===== config.mk =====
export PLATFORM = sky130hd
export DESIGN_NAME = pwr_seq4
export DESIGN_NICKNAME = d
export VERILOG_FILES = /design/src/rtl/pwr_seq4_pkg.sv /design/src/rtl/pwr_seq4_sync.sv /design/src/rtl/pwr_seq4_timer.sv /design/src/rtl/pwr_seq4_fsm.sv /design/src/rtl/pwr_seq4.sv
export SDC_FILE = /design/constraint.sdc
export NUM_CORES = 1
export LEC_CHECK = 0
export BUFFER_PORTS_ARGS = -buffer_cell sky130_fd_sc_hd__buf_2
export CORE_ASPECT_RATIO = 2
export CORE_UTILIZATION = 38
export CTS_CLUSTER_DIAMETER = 60
export DETAILED_ROUTE_END_ITERATION = 8
export SYNTH_ARGS = -nofsm -noshare
export SYNTH_HDL_FRONTEND = slang
export SYNTH_HIERARCHICAL = 1
export SYNTH_SLANG_ARGS = --single-unit

===== constraint.sdc =====
create_clock -name clk -period 4.25 [get_ports clk]
set_clock_uncertainty 0.2 [all_clocks]
set_input_delay 0.2125 -clock clk [delete_from_list [all_inputs] [get_ports clk]]
set_output_delay 0.2125 -clock clk [all_outputs]
set_load 0.02 [all_outputs]

===== src/rtl/pwr_seq4_pkg.sv =====
package pwr_seq4_pkg;
   localparam int RAILS = 4;

   typedef enum logic [3:0] {
      ST_OFF,
      ST_START,
      ST_ON_A,
      ST_ON_B,
      ST_ON_C,
      ST_ALL,
      ST_STOP,
      ST_OFF_D,
      ST_OFF_C,
      ST_OFF_B
   } seq_state_t;

   function automatic logic [RAILS-1:0] rail_mask(seq_state_t s);
      case (s)
         ST_ON_A, ST_OFF_B:  rail_mask = 4'b0001;
         ST_ON_B, ST_OFF_C:  rail_mask = 4'b0011;
         ST_ON_C, ST_OFF_D:  rail_mask = 4'b0111;
         ST_ALL,  ST_STOP:   rail_mask = 4'b1111;
         default:            rail_mask = 4'b0000;
      endcase
   endfunction

   function automatic logic is_timed(seq_state_t s);
      is_timed = !(s == ST_OFF || s == ST_ALL);
   endfunction
endpackage


===== src/rtl/pwr_seq4_sync.sv =====
module pwr_seq4_sync #(
   parameter int WIDTH  = 2,
   parameter int STAGES = 2
) (
   input  logic             clk,
   input  logic             rst_n,
   input  logic [WIDTH-1:0] d,
   output logic [WIDTH-1:0] q
);
   logic [WIDTH-1:0] chain [STAGES];

   genvar i;
   generate
      for (i = 0; i < STAGES; i++) begin : g_stage
         always_ff @(posedge clk) begin
            if (!rst_n)
               chain[i] <= '0;
            else if (i == 0)
               chain[i] <= d;
            else
               chain[i] <= chain[(i == 0) ? 0 : i-1];
         end
      end
   endgenerate

   assign q = chain[STAGES-1];
endmodule


===== src/rtl/pwr_seq4_timer.sv =====
module pwr_seq4_timer #(
   parameter int CNT_W = 16
) (
   input  logic             clk,
   input  logic             rst_n,
   input  logic             run,
   input  logic             restart,
   input  logic [CNT_W-1:0] limit,
   output logic             hit
);
   logic [CNT_W-1:0] cnt;

   always_ff @(posedge clk) begin
      if (!rst_n)
         cnt <= '0;
      else if (restart || !run)
         cnt <= '0;
      else
         cnt <= cnt + 1'b1;
   end

   assign hit = run && (cnt == limit);
endmodule


===== src/rtl/pwr_seq4_fsm.sv =====
module pwr_seq4_fsm
   import pwr_seq4_pkg::*;
#(
   parameter int CNT_W = 16
) (
   input  logic             clk,
   input  logic             rst_n,
   input  logic             por_ok,
   input  logic             comply,
   input  logic             seq_req,
   input  logic             hit,
   input  logic [CNT_W-1:0] dly_start,
   input  logic [CNT_W-1:0] dly_b,
   input  logic [CNT_W-1:0] dly_c,
   input  logic [CNT_W-1:0] dly_d,
   output logic [CNT_W-1:0] limit,
   output logic             run,
   output logic             restart,
   output logic [RAILS-1:0] rails
);
   seq_state_t st, st_nxt;

   always_comb begin
      st_nxt = st;
      case (st)
         ST_OFF:   if (comply && seq_req) st_nxt = ST_START;
         ST_START: if (!seq_req) st_nxt = ST_OFF;
                   else if (hit) st_nxt = ST_ON_A;
         ST_ON_A:  if (hit) st_nxt = ST_ON_B;
         ST_ON_B:  if (hit) st_nxt = ST_ON_C;
         ST_ON_C:  if (hit) st_nxt = ST_ALL;
         ST_ALL:   if (!seq_req) st_nxt = ST_STOP;
         ST_STOP:  if (hit) st_nxt = ST_OFF_D;
         ST_OFF_D: if (hit) st_nxt = ST_OFF_C;
         ST_OFF_C: if (hit) st_nxt = ST_OFF_B;
         ST_OFF_B: if (hit) st_nxt = ST_OFF;
         default:  st_nxt = ST_OFF;
      endcase
      if (!comply || !por_ok)
         st_nxt = ST_OFF;
   end

   always_ff @(posedge clk) begin
      if (!rst_n)
         st <= ST_OFF;
      else
         st <= st_nxt;
   end

   always_comb begin
      case (st)
         ST_ON_A, ST_OFF_B: limit = dly_b;
         ST_ON_B, ST_OFF_C: limit = dly_c;
         ST_ON_C, ST_OFF_D: limit = dly_d;
         default:           limit = dly_start;
      endcase
   end

   assign run     = is_timed(st);
   assign restart = (st_nxt != st);
   assign rails   = rail_mask(st);
endmodule


===== src/rtl/pwr_seq4.sv =====
module pwr_seq4
   import pwr_seq4_pkg::*;
#(
   parameter int CNT_W        = 16,
   parameter int SYNC_STAGES  = 2,
   parameter bit ACT_HIGH     = 1'b1,
   parameter bit SEQ_ACT_HIGH = 1'b1
) (
   input  logic             clk,
   input  logic             rst_n,
   input  logic             por_ok,
   input  logic             comply,
   input  logic             seq_en,
   input  logic [CNT_W-1:0] dly_start,
   input  logic [CNT_W-1:0] dly_b,
   input  logic [CNT_W-1:0] dly_c,
   input  logic [CNT_W-1:0] dly_d,
   output logic [3:0]       en_o,
   output logic             busy
);
   generate
      if (CNT_W < 1 || CNT_W > 32) begin : g_bad_cnt
         $error("pwr_seq4: CNT_W out of range");
      end
      if (SYNC_STAGES < 2) begin : g_bad_sync
         $error("pwr_seq4: SYNC_STAGES below 2");
      end
   endgenerate

   logic [1:0]       sync_q;
   logic             comply_s, seq_req;
   logic             hit, run, restart;
   logic [CNT_W-1:0] limit;
   logic [RAILS-1:0] rails, lvl;

   pwr_seq4_sync #(.WIDTH(2), .STAGES(SYNC_STAGES)) u_sync (
      .clk(clk), .rst_n(rst_n), .d({seq_en, comply}), .q(sync_q)
   );

   assign comply_s = sync_q[0];

   generate
      if (SEQ_ACT_HIGH) begin : g_seq_hi
         assign seq_req = sync_q[1];
      end else begin : g_seq_lo
         assign seq_req = ~sync_q[1];
      end
   endgenerate

   pwr_seq4_timer #(.CNT_W(CNT_W)) u_timer (
      .clk(clk), .rst_n(rst_n), .run(run), .restart(restart),
      .limit(limit), .hit(hit)
   );

   pwr_seq4_fsm #(.CNT_W(CNT_W)) u_fsm (
      .clk(clk), .rst_n(rst_n), .por_ok(por_ok), .comply(comply_s),
      .seq_req(seq_req), .hit(hit), .dly_start(dly_start), .dly_b(dly_b),
      .dly_c(dly_c), .dly_d(dly_d), .limit(limit), .run(run),
      .restart(restart), .rails(rails)
   );

   assign lvl  = por_ok ? rails : '0;
   assign busy = run;

   generate
      if (ACT_HIGH) begin : g_out_hi
         assign en_o = lvl;
      end else begin : g_out_lo
         assign en_o = ~lvl;
      end
   endgenerate
endmodule


# ---- Yosys cells after proc, flatten, opt, wreduce, memory -nomap -nowiden
# Memories as Yosys holds them, arrays and structs flattened. A register that Yosys moved wholly into a read port is not among the register bits.
# Cells that the tools add are included.
dict set report totals {
  register_bits 20
  latch_bits 0
  ram_bits 4
  mem_bits_ro 64
  input_bits 69
  word_cells 52
  memories 2
}
dict set report classes {
  n_addsub 1
  n_mul 0
  div 0
  magnitude_cmp 0
  eq_ne 11
  shift 0
  n_mux 20
  bitwise_logic 3
  reduce_logical 13
}
# memory depth word_bits read_ports rd_ports_with_merged_regs write_ports line_no
set mem_list {}
lappend mem_list {{(name not given)} 16 4 1 1 0 pwr_seq4_pkg.sv:18} ;# case (s)
lappend mem_list {u_sync.chain 2 2 2 0 2 pwr_seq4_sync.sv:10} ;# logic [WIDTH-1:0] chain [STAGES];
# cell n
set op_table {}
lappend op_table {{4-bit two-way mux} 14}
lappend op_table {{16-bit one-hot mux with 3 select lines} 1}
lappend op_table {{4-bit one-hot mux with 10 select lines} 1}
lappend op_table {{16-bit by 1-bit adder with 16-bit output (second input constant)} 1}
lappend op_table {{16-bit == test} 1}
lappend op_table {{4-bit by 3-bit == test with 1-bit output (second input constant)} 4}
lappend op_table {{4-bit by 2-bit == test with 1-bit output (second input constant)} 2}
lappend op_table {{4-bit == test (second input constant)} 2}
lappend op_table {{2-bit OR reduction} 4}
lappend op_table {{4-bit by 1-bit == test with 1-bit output (second input constant)} 1}
lappend op_table {{4-bit logical NOT} 1}
lappend op_table {{2-bit two-way mux} 2}
lappend op_table {{4-bit inequality test} 1}
lappend op_table {{1-bit logical NOT} 3}
lappend op_table {{1-bit logical OR} 3}
lappend op_table {{1-bit logical AND} 2}
lappend op_table {{1-bit two-way mux} 2}
lappend op_table {{1-bit bitwise OR} 2}
lappend op_table {{1-bit NOT} 1}

# ---- Depth between registers and ports, before layout
dict set report depth {
  ltp_word 12
  mapped_depth 22
  ltp_nobuf 18
}

# ---- Modules after synthesis
# Netlist, hierarchy kept.
# module instances cells_per_inst area_per_inst_um2 seq_area_each_um2
set by_module_without_submodules {}
lappend by_module_without_submodules {pwr_seq4_fsm 1 134 1022.2 160.2}
lappend by_module_without_submodules {pwr_seq4_timer 1 92 847.1 320.3}
lappend by_module_without_submodules {pwr_seq4_sync 1 8 105.1 80.1}
lappend by_module_without_submodules {pwr_seq4 1 4 25.0 0.0}

# ---- Worst setup path before layout
# Ideal clock, no wire load.
dict set report synth_timing {
  kind {register to register}
  from {register u_fsm.st[0]}
  to {register u_timer.cnt[10]}
  arrival_ps 3481
  path_slack_ps 441
  stages_incl_launch_ff 19
  path_buffers 4
  period_less_slack_ps 3809
  path_cell_list {dfxtp_1 buf_6 nor2b_1 nor4b_4 buf_4 a222oi_1 nand2_1 xor2_1 nor4_1 nand4_1 nor4_1 clkbuf_1 and4bb_1 a31oi_1 mux2_1 nand3_1 nand3b_1 clkbuf_1 nor2_1}
}
dict set report synth_via {
  elab_chain_len 12
  word_cells_on_any_way 34
  classes_between {11 x eq/ne; 14 x mux; 9 x reduce/logical}
}
# item line_no
set synth_lines {}
lappend synth_lines {{from (decl)} pwr_seq4_fsm.sv:21} ;# seq_state_t st, st_nxt;
lappend synth_lines {{from (signal assigned)} pwr_seq4_fsm.sv:47} ;# st <= st_nxt;
lappend synth_lines {{4-bit by 3-bit == test with 1-bit output (tied with other cells)} pwr_seq4_fsm.sv:51} ;# case (st)
lappend synth_lines {{2-bit OR reduction} pwr_seq4_fsm.sv:51}
lappend synth_lines {{16-bit one-hot mux with 3 select lines (*)} pwr_seq4_fsm.sv:51}
lappend synth_lines {{via limit[12]} pwr_seq4.sv:33} ;# logic [CNT_W-1:0] limit;
lappend synth_lines {{16-bit == test (*)} pwr_seq4_timer.sv:22} ;# assign hit = run && (cnt == limit);
lappend synth_lines {{1-bit logical AND (*)} pwr_seq4_timer.sv:22}
lappend synth_lines {{via hit} pwr_seq4.sv:32} ;# logic hit, run, restart;
lappend synth_lines {{4-bit two-way mux} pwr_seq4_fsm.sv:28} ;# else if (hit) st_nxt = ST_ON_A;
lappend synth_lines {{4-bit two-way mux} pwr_seq4_fsm.sv:27} ;# ST_START: if (!seq_req) st_nxt = ST_OFF;
lappend synth_lines {{4-bit one-hot mux with 10 select lines (*)} pwr_seq4_fsm.sv:25} ;# case (st)
lappend synth_lines {{4-bit two-way mux (*)} pwr_seq4_fsm.sv:39} ;# if (!comply || !por_ok)
lappend synth_lines {{4-bit inequality test (*)} pwr_seq4_fsm.sv:60} ;# assign restart = (st_nxt != st);
lappend synth_lines {{via restart} pwr_seq4.sv:32}
lappend synth_lines {{1-bit logical OR (*)} pwr_seq4_timer.sv:16} ;# else if (restart || !run)
lappend synth_lines {{2-bit OR reduction (no line) (*)} n/a}
lappend synth_lines {{to (signal assigned)} pwr_seq4_timer.sv:19} ;# cnt <= cnt + 1'b1;
lappend synth_lines {{to (decl)} pwr_seq4_timer.sv:11} ;# logic [CNT_W-1:0] cnt;
# Mark *: on every way through the listed nets, which the timed path passes. The rest lies on a longest branch.
# A chain may end at the register's enable or synchronous reset.

# ---- Worst setup path in the final report
dict set report layout_timing {
  from {register u_fsm.st[3]}
  to {register, netlist name u_fsm/rails[3]}
}
dict set report layout_via {
  elab_chain_len 10
  word_cells_on_any_way 32
  classes_between {10 x eq/ne; 15 x mux; 7 x reduce/logical}
}
# item line_no
set layout_lines {}
lappend layout_lines {{4-bit by 3-bit == test with 1-bit output (tied with other cells)} pwr_seq4_fsm.sv:51}
lappend layout_lines {{2-bit OR reduction} pwr_seq4_fsm.sv:51}
lappend layout_lines {{16-bit one-hot mux with 3 select lines (*)} pwr_seq4_fsm.sv:51}
lappend layout_lines {{via limit[1]} pwr_seq4.sv:33}
lappend layout_lines {{16-bit == test (*)} pwr_seq4_timer.sv:22}
lappend layout_lines {{1-bit logical AND (*)} pwr_seq4_timer.sv:22}
lappend layout_lines {{via hit} pwr_seq4.sv:32}
lappend layout_lines {{4-bit two-way mux} pwr_seq4_fsm.sv:28}
lappend layout_lines {{4-bit two-way mux} pwr_seq4_fsm.sv:27}
lappend layout_lines {{4-bit one-hot mux with 10 select lines (*)} pwr_seq4_fsm.sv:25}
lappend layout_lines {{4-bit two-way mux (*)} pwr_seq4_fsm.sv:39}
lappend layout_lines {{4-bit two-way mux (no line) (*)} n/a}
# Marks and branches as above.

==> run_results.csv <==
group,metric,value,unit
outcome,status,"finished, final reports clean",
power_and_ir_drop,p_comb_frac,0.104,
worst_setup_path,cp.arrival,3900,ps
final_layout,seqCellArea,563,µm²
power_and_ir_drop,clockPowerShare,0.396,
synth,ys_seq_area_frac,0.280,
synth,syn_area_per_cell,8.40,µm²
die,dieHeight,105,µm
die,core_area,5090,µm²
final_layout,multi_input_comb_area,1340,µm²
sta,period_share,0.922,
worst_setup_path,cp_slowest_stage_delay,410,ps
final_layout,antennaDiodeCount,0,
detailed_routing,drc_errors,0,
place,finalWeightedCongestion,0.809,
die,start_util,0.393,
worst_setup_path,crit_family,"simple AND/OR/NAND/NOR gates",
worst_setup_path,crit_top_cell,"buf_4",
synth,synth_top_area_frac,0.280,
worst_setup_path,crit_path_end_kind,"flip-flop",
worst_hold_path,whs_endpoint,"u_fsm/st[3]",
place,hpwl,4420,µm
clock_tree,cts_buffer_depth,2,
sta,worst-slew-pin-transition,437,ps
worst_setup_path,rr_endpoint,"u_fsm/rails[3]",
synth,netlist_top_cells_count,"28 x dfxtp_1, 28 x nor2_1, 23 x nand2_1",
synth,ys_dominant_reg_cell,"dfxtp_1",
clock_tree,insertion_delay,280,ps
sta,slew_headroom,0.707,
clock_tree,cts_sinks,28,
sta,min_period,3920,ps
worst_setup_path,ff2ff_setup_slack,330,ps
die,rows,37,
power_and_ir_drop,power_frac_seq,0.501,
sta,drv_slew,0,
global_route,overflow,0,
detailed_routing,num_vias,2072,
power_and_ir_drop,p_int,0.423,mW
worst_setup_path,critical_path_class,"flip-flop to flip-flop",
final_layout,layout-drive-gt1-share,0.326,
die,num_io_pins,74,
detailed_routing,ant_nets,0,
final_layout,finalNetCount,389,
synth,synth_enable_flop_cells,0,
global_route,grt_max_degree,18,
die,die_area,5570,µm²
die,die_w,53.3,µm
sta,fin_tns_setup,0,ps
sta,hold_viol_final,0,
final_layout,area_growth,27.2,%
worst_setup_path,crit_chain,"buf_4 > buf_4 > nor4b_4 > buf_4 > a222oi_1 > a21oi_1 > xnor2_1 > nand4_1 > nor4_2 > buf_4 > nand2_1 > mux2i_1 > a22oi_1 > nor4b_2 > inv_1 > ha_1 > and3_1",
synth,yosysWarnings,6,
clock_tree,cts_buffers,3,
sta,rsz0062_at_grt,"no",
worst_setup_path,critPathSlowestCell,"nor4b_4",
power_and_ir_drop,peakVddDrop,0.190,mV
synth,syn-instance-count,238,
worst_hold_path,hp-class,"input port to flip-flop",
detailed_routing,top_layer,"met4",
detailed_routing,routed-wl-met3,220,µm
detailed_routing,wl,5490,µm
detailed_routing,drtPass1Iterations,7,
synth,synth_area,2000,µm²
worst_setup_path,rr_worst_depth,17,
clock_tree,cts_root_buffer,"clkbuf_8",
synth,syn-num-nets,310,
clock_tree,htree_levels,1,
sta,finalSetupViolCount,0,
synth,yosysUniqueCellTypes,50,
global_route,grt_usage,0.210,
worst_setup_path,startpoint_type,"flip-flop",
power_and_ir_drop,power_density,208,nW/µm²
synth,ys_async_sr_fraction,0,
worst_hold_path,hold_start,"por_ok",
worst_setup_path,critPathMaxFanout,9,
global_route,grt_first_pass_wirelength,8720,µm
global_route,antenna_found_initial,0,
power_and_ir_drop,power.net_switching,0.106,mW
power_and_ir_drop,switching_share,0.200,
final_layout,fillers,526,
worst_setup_path,cp_num_buf_inv,5,
sta,fmax,255,MHz
clock_tree,postCtsSetupBuffers,0,
synth,yosys-top-cells-area,"dfxtp_1 28%, a222oi_1 8.0%, xor2_1 7.0%",
clock_tree,clk_pin_slew_worst_paths,90,ps
detailed_routing,wl_met2,3090,µm
synth,yosysTopAreaCell,"dfxtp_1",
place,io_buffer_count,73,
synth,ys_ff_latch,28,
worst_setup_path,regToRegStartpoint,"u_fsm/st[3]",
global_route,grt_pass1_vias,2017,
power_and_ir_drop,p_leak,1.08,nW
clock_tree,cts_tree,"built",
sta,hold_slack,73.9,ps
worst_hold_path,min_path_cells,2,
worst_setup_path,crit_required,4230,ps
run,maxCapViolations,0,
detailed_routing,drtIter0Drc,121,
detailed_routing,wl_met1,2010,µm
detailed_routing,wl_per_cell,14.7,µm
detailed_routing,via_per_inst,5.54,
[power by group through the flow]
stage / logic (mW) / registers (mW) / clock network, mW
global placement: 0.0534 / 0.271 / 0
global route: 0.0614 / 0.265 / 0.220
detailed placement: 0.0533 / 0.271 / 0
finish: 0.0548 / 0.265 / 0.209
floorplan: 0.0177 / 0.271 / 0
CTS: 0.0550 / 0.265 / 0.215
[metrics by stage]
stage | std cells | setup WS, ps | power [mW] | util | area, µm²
final | 374 | 331 | 0.529 | 0.499 | 2540
after global routing | 374 | 42.7 | 0.547 | 0.499 | 2540
after CTS | 374 | 176 | 0.535 | 0.495 | 2520
after detailed placement | 368 | 205 | 0.325 | 0.477 | 2430
after global placement | 368 | 267 | 0.325 | 0.477 | 2430
after floorplan | 238 | 441 | 0.289 | - | 2000
[cell families (layout without fill, tap and decap cells)]
logic type | count (synthesis) | count (layout) | share of synthesized area
mux | 2 | 2 | 0.0106
buf+inv | 18 | 96 | 0.0582
xor+xnor | 31 | 31 | 0.136
compound gates | 46 | 46 | 0.178
flops | 28 | 28 | 0.280
simple gates | 109 | 109 | 0.313
fa+ha+maj | 4 | 4 | 0.0238
[worst max-delay path by stage]
stage / startpoint / end / depth (start not counted)
after floorplan: u_fsm/st[0] / u_timer/cnt[10] / 18
after global placement: u_fsm/st[1] / u_fsm/rails[3] / 16
after detailed placement: u_fsm/st[1] / u_fsm/rails[3] / 16
after CTS: u_fsm/st[1] / u_fsm/rails[3] / 16
after global routing: u_fsm/st[3] / u_fsm/rails[3] / 17
final: u_fsm/st[3] / u_fsm/rails[3] / 17
[cell type report]
type | count | area share
Clock buffer | 3 | 0.0162
Multi-Input combinational cell | 192 | 0.528
Clock inverter | 1 | 0.0118
Inverter | 5 | 0.00738
Tap cell | 58 | 0.0285
Sequential cell | 28 | 0.221
Timing Repair Buffer | 87 | 0.187
[worst reg2reg max path, delay by kind of cell, from the launching register on]
kind	cells	cell delay, ps
and+or+nand+nor	6	1370
buffers and inverters	5	850
AOI/OAI and AO/OA	3	480
DFF	1	370
adders and majority gates	1	260
xor gates and xnor gates	1	160
muxes	1	130
[per-layer routing]
metal / vias to the layer above / track usage
met5: - / 0
met4: 0 / 0.113
met3: 11 / 0.0116
met2: 55 / 0.378
met1: 981 / 0.227
li1: 1025 / -
[state kept, by name (all words and copies together) (netlist names)]
register      flops
u_fsm/st          4
u_sync/chain      4
u_timer/cnt      16
u_fsm/rails       4
[repair_timing]
item	4_1_cts	5_1_grt
resized for setup	0	5
hold buffers	2	0
setup endpoints to repair	0	19
endpoints found under the hold margin	2	0
[layout by cell type, fill, tap and decap left out, types with 2 or more instances in the layout]
master / Yosys / routed
xnor2_1: 15 / 15
dfxtp_1: 28 / 26
inv_1: 5 / 5
buf_4: 4 / 12
clkbuf_8: 0 / 3
o21a_1: 3 / 3
and4_1: 2 / 2
and3_1: 2 / 2
and4_2: 2 / 2
nand2_1: 23 / 23
a21oi_1: 9 / 9
nor2_1: 28 / 28
dfxtp_2: 0 / 2
o21ai_1: 2 / 2
xor2_1: 16 / 16
o31a_1: 2 / 2
or3b_1: 2 / 2
nand3_1: 7 / 7
buf_2: 3 / 73
or3_1: 2 / 2
a21o_1: 2 / 2
dlygate4sd3_1: 0 / 2
nor2b_1: 3 / 3
a222oi_1: 16 / 16
o21ai_0: 5 / 5
nand4_1: 9 / 9
nand3b_1: 3 / 3
ha_1: 3 / 3
and2_1: 13 / 13
No activity file was read; power rests on OpenSTA's default activity.
